$ cat config.mk
export PLATFORM = sky130hd
export DESIGN_NAME = tdm_ctl_port
export DESIGN_NICKNAME = d
export VERILOG_FILES = /design/src/rtl/tdm_ctl_port.sv
export SDC_FILE = /design/constraint.sdc
export NUM_CORES = 1
export LEC_CHECK = 0
export BUFFER_PORTS_ARGS = -buffer_cell sky130_fd_sc_hd__buf_2
export CAP_MARGIN = 25
export CORE_UTILIZATION = 57
export DETAILED_ROUTE_END_ITERATION = 10
export GPL_TIMING_DRIVEN = 0
export PLACE_DENSITY = 0.8
export REMOVE_ABC_BUFFERS = 1
export SYNTH_ARGS = -nofsm -noshare
export SYNTH_HDL_FRONTEND = slang
export SYNTH_SLANG_ARGS = --single-unit
$ cat constraint.sdc
create_clock -name clk -period 3.5 [get_ports clk]
set_input_delay 0.525 -clock clk [delete_from_list [all_inputs] [get_ports clk]]
set_output_delay 0.525 -clock clk [all_outputs]
set_load 0.005 [all_outputs]
$ cat src/rtl/tdm_ctl_port.sv
module tdm_ctl_port #(
  parameter int SLOTS = 32,
  parameter int BITS  = 8,
  parameter int CHANS = 24
) (
  input  logic                  clk,
  input  logic                  rst_n,
  input  logic                  fp_n,
  input  logic                  ctl_in,
  input  logic [CHANS*BITS-1:0] pcs_words,
  input  logic [BITS-1:0]       psw,
  input  logic [BITS-1:0]       msw1,
  input  logic [BITS-1:0]       msw2,
  input  logic                  ext_st,
  output logic                  sts_out,
  output logic [CHANS*BITS-1:0] pcc_words,
  output logic [BITS-1:0]       mcw1,
  output logic [BITS-1:0]       mcw2,
  output logic [1:0]            mode,
  output logic                  ext_ctl
);
  localparam int CW      = $clog2(SLOTS*BITS);
  localparam int BW      = $clog2(BITS);
  localparam int SW      = CW - BW;
  localparam int PS_SLOT = 3;
  localparam int M1_SLOT = SLOTS/2 - 1;
  localparam int M2_SLOT = SLOTS - 1;

  function automatic int chslot(int c);
    return (c/3)*4 + c%3;
  endfunction

  logic [CW-1:0]   cnt;
  logic [SW-1:0]   slot;
  logic [BW-1:0]   bidx;
  logic            bnd;
  logic [BITS-2:0] sh;
  logic [BITS-1:0] rx_byte;

  assign slot    = cnt[CW-1:BW];
  assign bidx    = cnt[BW-1:0];
  assign bnd     = !fp_n || (cnt == CW'(SLOTS*BITS-1));
  assign rx_byte = {sh, ctl_in};

  always_ff @(posedge clk or negedge rst_n)
    if (!rst_n)     cnt <= '0;
    else if (!fp_n) cnt <= '0;
    else            cnt <= cnt + 1'b1;


  frame_align_chk: assert property (@(posedge clk) disable iff (!rst_n)
    !fp_n |=> cnt == '0);

  logic [BITS-1:0] pend_pc [CHANS];
  logic [BITS-1:0] pend_m1, pend_m2;

  always_ff @(negedge clk or negedge rst_n)
    if (!rst_n) begin
      sh      <= '0;
      pend_m1 <= '0;
      pend_m2 <= '0;
      for (int c = 0; c < CHANS; c++) pend_pc[c] <= '0;
    end else begin
      sh <= rx_byte[BITS-2:0];
      if (bidx == BW'(BITS-1)) begin
        if (int'(slot) == M1_SLOT) pend_m1 <= rx_byte;
        if (int'(slot) == M2_SLOT) pend_m2 <= rx_byte;
        for (int c = 0; c < CHANS; c++)
          if (int'(slot) == chslot(c)) pend_pc[c] <= rx_byte;
      end
    end

  logic [BITS-1:0] act_pc [CHANS];
  logic [BITS-1:0] act_m1, act_m2;
  logic [CHANS*BITS-1:0] snap_pcs;
  logic [BITS-1:0] snap_ps, snap_m1, snap_m2;

  always_ff @(posedge clk or negedge rst_n)
    if (!rst_n) begin
      act_m1   <= '0;
      act_m2   <= '0;
      snap_pcs <= '0;
      snap_ps  <= '0;
      snap_m1  <= '0;
      snap_m2  <= '0;
      for (int c = 0; c < CHANS; c++) act_pc[c] <= '0;
    end else if (bnd) begin
      act_m1   <= pend_m1;
      act_m2   <= pend_m2;
      snap_pcs <= pcs_words;
      snap_ps  <= psw;
      snap_m1  <= msw1;
      snap_m2  <= {msw2[7:6], ext_st, msw2[4:0]};
      for (int c = 0; c < CHANS; c++) act_pc[c] <= pend_pc[c];
    end

  wire unused_msw2_b5 = msw2[5];

  for (genvar c = 0; c < CHANS; c++) begin : g_pcc
    assign pcc_words[c*BITS +: BITS] = act_pc[c];
  end
  assign mcw1    = act_m1;
  assign mcw2    = act_m2;
  assign ext_ctl = act_m1[3];
  assign mode    = act_m2[4] ? 2'b10 : {1'b0, act_m2[2]};


  ctl_hold_chk: assert property (@(posedge clk) disable iff (!rst_n)
    (!$stable(pcc_words) || !$stable(mcw1) || !$stable(mcw2)) |-> $past(bnd));


  ext_ctl_hold_chk: assert property (@(posedge clk) disable iff (!rst_n)
    !$stable(ext_ctl) |-> $past(bnd));


  esf_mode_chk: assert property (@(posedge clk) disable iff (!rst_n)
    mcw2[4] |-> mode == 2'b10);

  logic [BITS-1:0] obyte;
  always_comb begin
    obyte = '0;
    if (int'(slot) == PS_SLOT)      obyte = snap_ps;
    else if (int'(slot) == M1_SLOT) obyte = snap_m1;
    else if (int'(slot) == M2_SLOT) obyte = snap_m2;
    else
      for (int c = 0; c < CHANS; c++)
        if (int'(slot) == chslot(c)) obyte = snap_pcs[c*BITS +: BITS];
  end
  assign sts_out = obyte[BW'(BITS-1) - bidx];


  idle_low_chk: assert property (@(negedge clk) disable iff (!rst_n)
    (slot[1:0] == 2'b11 && int'(slot) != PS_SLOT && int'(slot) != M1_SLOT &&
     int'(slot) != M2_SLOT) |-> !sts_out);
endmodule

==> metrics list <==
* Share of flip-flops with an asynchronous set or reset: 1.00
* Kind of capture point of the worst setup path: primary output
- Final period util: 1.17
- Net count reported at finish: 2,638
- Clock H-tree levels: 3
- The initial antenna violation count is 13.
- The worst setup path is launched from a flop.
- Counting along the longest clock path gives a buffer depth of 3.
- The congestion estimate from routability-driven global placement came to 0.927.
* Top-level I/O count: 433
* Worst flop-to-flop path startpoint: cnt[5]$_DFF_PN0_
* Biggest area contributors in the synthesized netlist: dfrtp_1 40%, mux2_2 27%, dfrtn_1 20%
- The most used flip-flop cell after synthesis is dfrtp_1.
* Maxcap violations: 0
- Buffer type at the clock tree root: clkbuf_16
- Data arrives at the worst endpoint at 3.57 ns.
- Peak per-stage delay on the critical path: 0.57 ns
- Maximum net fanout on the critical path: 23
- Row cnt: 79
- Number of buffers created by CTS: 66
* Number of clock sinks: 647
- F_max: 244 MHz
- The count of nets left with antenna violations once routing finished came out at 0.
* First-pass GRT wire length: 119 mm
- The floorplan step defined a die boundary enclosing 47,800 µm².
- The count of pins over their slew limit came to 0.
* Yosys warns: 0
- Initial standard-cell utilization of the core: 0.576
- Count of routing violations after the opening detailed-route iteration: 2,018
* Most repeated cell in the gate-level netlist after synthesis: mux2_2
- Among all stages on the critical path, the largest delay is contributed by dfrtp_4.
- Static leakage: 17.2 nW
* Minimum setup slack among reg-to-reg paths: -0.45 ns
- Area of all placed cells without fillers: 34,800 µm²
- Of the cells placed in the final design, the portion with a size suffix greater than 1 is 0.598.
- Power Density: 476 nW/µm²
- From bottom edge to top edge, the die measures 219 µm.
* Sum of negative setup slack: -55.33 ns
- Synthesis-stage register bit count: 647
* Max-slew headroom at the worst pin: 0.461
- Number of fillers in the final layout: 2,745
- Tracing the worst setup path back leads to its startpoint at cnt[5]$_DFF_PN0_.
- TritonCTS built the clock tree.
- Hold Vio Cnt, Final: 0
- Number of flops mapped to enable cells by yosys: 0
* Detailed-route wire length: 82.5 mm
- In this run the worst hold path is classified as in -> async.
- Setup repair after global routing could not meet its margin everywhere.
* Worst hold slack: 0.0460 ns
- The pre-antenna-repair detailed-routing pass consisted of 7 iterations.
- Summed over all layers, the global routing overflow is 0.
* Cell-by-cell trace of the critical path: buf_8 > buf_16 > or3b_4 > a21oi_1 > a311oi_1 > o311ai_4 > a211oi_1 > o21ba_2 > o22ai_1 > buf_2
* Chip Width: 219 µm
- For the pin with the worst max-slew slack, the measured transition is 0.808 ns.
- The commonest cells after synthesis are 632 x mux2_2, 432 x dfrtp_1, 215 x dfrtn_1.
- Across every metal layer, demand over resource in global routing totals 0.336.
* DRC violations left: 0
- The worst register-to-register path ends at pend_pc[78]$_DFFE_NN0P_.
* Number of buffer and inverter instances along the worst setup path: 3
* Worst path depth: 10
* CTS clock-pin slew for the worst setup and hold paths: 0.06 ns
* Clock Skew: 0.0281 ns
- Critical path required time: 2.97 ns
- Dpl ws: -2.01 ns
* Number of instances in the synthesized netlist: 1,851
- The checks that failed: negative setup slack.
- Setup slack on the critical path of the routed design comes to -0.599 ns.
- Each instance of the synthesized netlist takes up on average 14.5 µm².
* Area added between synthesis and finish: 30.2%
- The flow ran to the end, but the final reports show violations.
- Entering global routing, the biggest net connects 137 pins.
- The count of buffers added on input and output ports is 431.
- Placed wire-length estimate: 50.6 mm
* Via-per-instance ratio: 6.17
- Critical Setup Path Class: reg -> out
- Count of cell types in the netlist: 84
- At the later pin of the worst-skew pair, clock insertion delay measures 0.60 ns.
- Summed instance area of the synthesized netlist: 26,800 µm²
- Setup violation total in the final timing report: 209
- Family with the most delay on the worst path: compound AO/OA/AOI/OAI gates
- VDD sags by at most 0.000531 V.
* Share of synthesized area occupied by flip-flops and latches: 0.605
- The share of synthesized area in the top cell type comes to 0.404.
- The core region is 46,500 µm².
- Vias post-DR: 19,055
- The via count of the first global-routing pass came to 19,467.
* Routed len/inst: 26.7 µm
- The worst register-to-register path has a depth of 8.
* Endpoint of the worst setup timing path: sts_out
- Largest area contributor in the synthesized netlist: dfrtp_1
- After detailed placement, the total cell area comes to 29,900 µm².
* Shortest period the worst path allows: 4.10 ns
- Summing internal, switching and leakage power gives 16.6 mW.
worst min-delay path by stage:
stage                                     endpoint  slack [ns]  cells after the start
after floorplan                   cnt[0]$_DFF_PN0_        0.23                      0
after global placement    pend_pc[173]$_DFFE_NN0P_        0.44                      1
after detailed placement  pend_pc[143]$_DFFE_NN0P_        0.45                      1
after CTS                   snap_m2[0]$_DFFE_PN0P_        0.05                      2
after global routing        snap_m2[0]$_DFFE_PN0P_        0.09                      2
final                       snap_m2[0]$_DFFE_PN0P_        0.05                      2
metrics by stage:
step,std cells,util
after floorplan,1741,-
after global placement,2779,0.626
after detailed placement,2814,0.643
after CTS,3035,0.732
after global routing,3080,0.749
final,3087,0.750
layout by cell type (no fill, tap or decap), types with 6 or more instances in the layout:
cell type,count
diode_2,10
a31oi_1,6
o22ai_1,12
dfrtp_1,424
a22oi_1,9
mux2_4,53
nand2_1,20
buf_2,431
nor3_1,7
dfrtn_1,215
nor2b_1,7
bufinv_16,7
a221oi_1,6
clkinv_2,14
nor2_1,51
nand2_2,6
and2_1,7
clkbuf_8,11
a21oi_1,37
inv_1,6
clkbuf_1,15
and3_1,7
clkbuf_16,72
buf_12,38
o221ai_1,8
buf_16,18
nand3_1,10
buf_6,24
nand2_8,6
o21ai_0,40
o211ai_1,9
mux2_2,579
buf_4,84
mux2i_1,11
nor2_4,24
nand2_4,11
where the power goes:
part	internal, mW	switching [mW]
clock	4.44	3.03
combinational	0.538	0.550
sequential	7.79	0.222
state kept, by name, indices dropped and copies added, names as in the netlist, 8 cells and up:
name / cells
snap_pcs: 192
pend_pc: 192
snap_m1: 8
snap_ps: 8
snap_m2: 8
mcw2: 8
pend_m2: 8
cnt: 8
mcw1: 8
pcc_words: 192
pend_m1: 8
layout make-up:
cell class | count | area, µm² | area share
well taps | 607 | 759 | 0.0218
flip-flops and latches | 647 | 16200 | 0.465
inverters | 8 | 30.0 | 0.000862
multi-input cells | 1087 | 11000 | 0.315
clock buffers | 96 | 1960 | 0.0563
clock inverters | 26 | 343 | 0.00984
repair buffers | 606 | 4540 | 0.130
diodes | 10 | 25.0 | 0.000718
per-layer routing:
metal	wire, µm	track usage
met5	82	0
met4	3680	0.143
met3	8450	0.100
met2	38900	0.530
met1	31300	0.431
timing repair:
item | 4_1_cts | 5_1_grt
pin swaps | 39 | 39
buffers inserted | 93 | 42
hold endpoints to repair | 36 | 0
gates cloned | 5 | 2
gates resized for setup | 178 | 101
hold buffers | 1 | 0
endpoints found under the setup margin | 370 | 269
worst reg2reg max path: stages, from the launching register on:
cell	delay (ns)
dfrtp_4	0.57
buf_4	0.20
nor2b_4	0.28
buf_6	0.15
buf_4	0.10
nand2_2	0.11
nor2_4	0.13
buf_12	0.14
mux2_2	0.35
cell families after synthesis:
kind of cell,synth area share
DFF,0.605
AOI/OAI and AO/OA,0.0559
muxes,0.270
and+or+nand+nor,0.0437
adders and majority gates,0.000468
xor gates and xnor gates,0.00164
buffers and inverters,0.0230
Note: power is estimated with default switching activity, not from simulation.
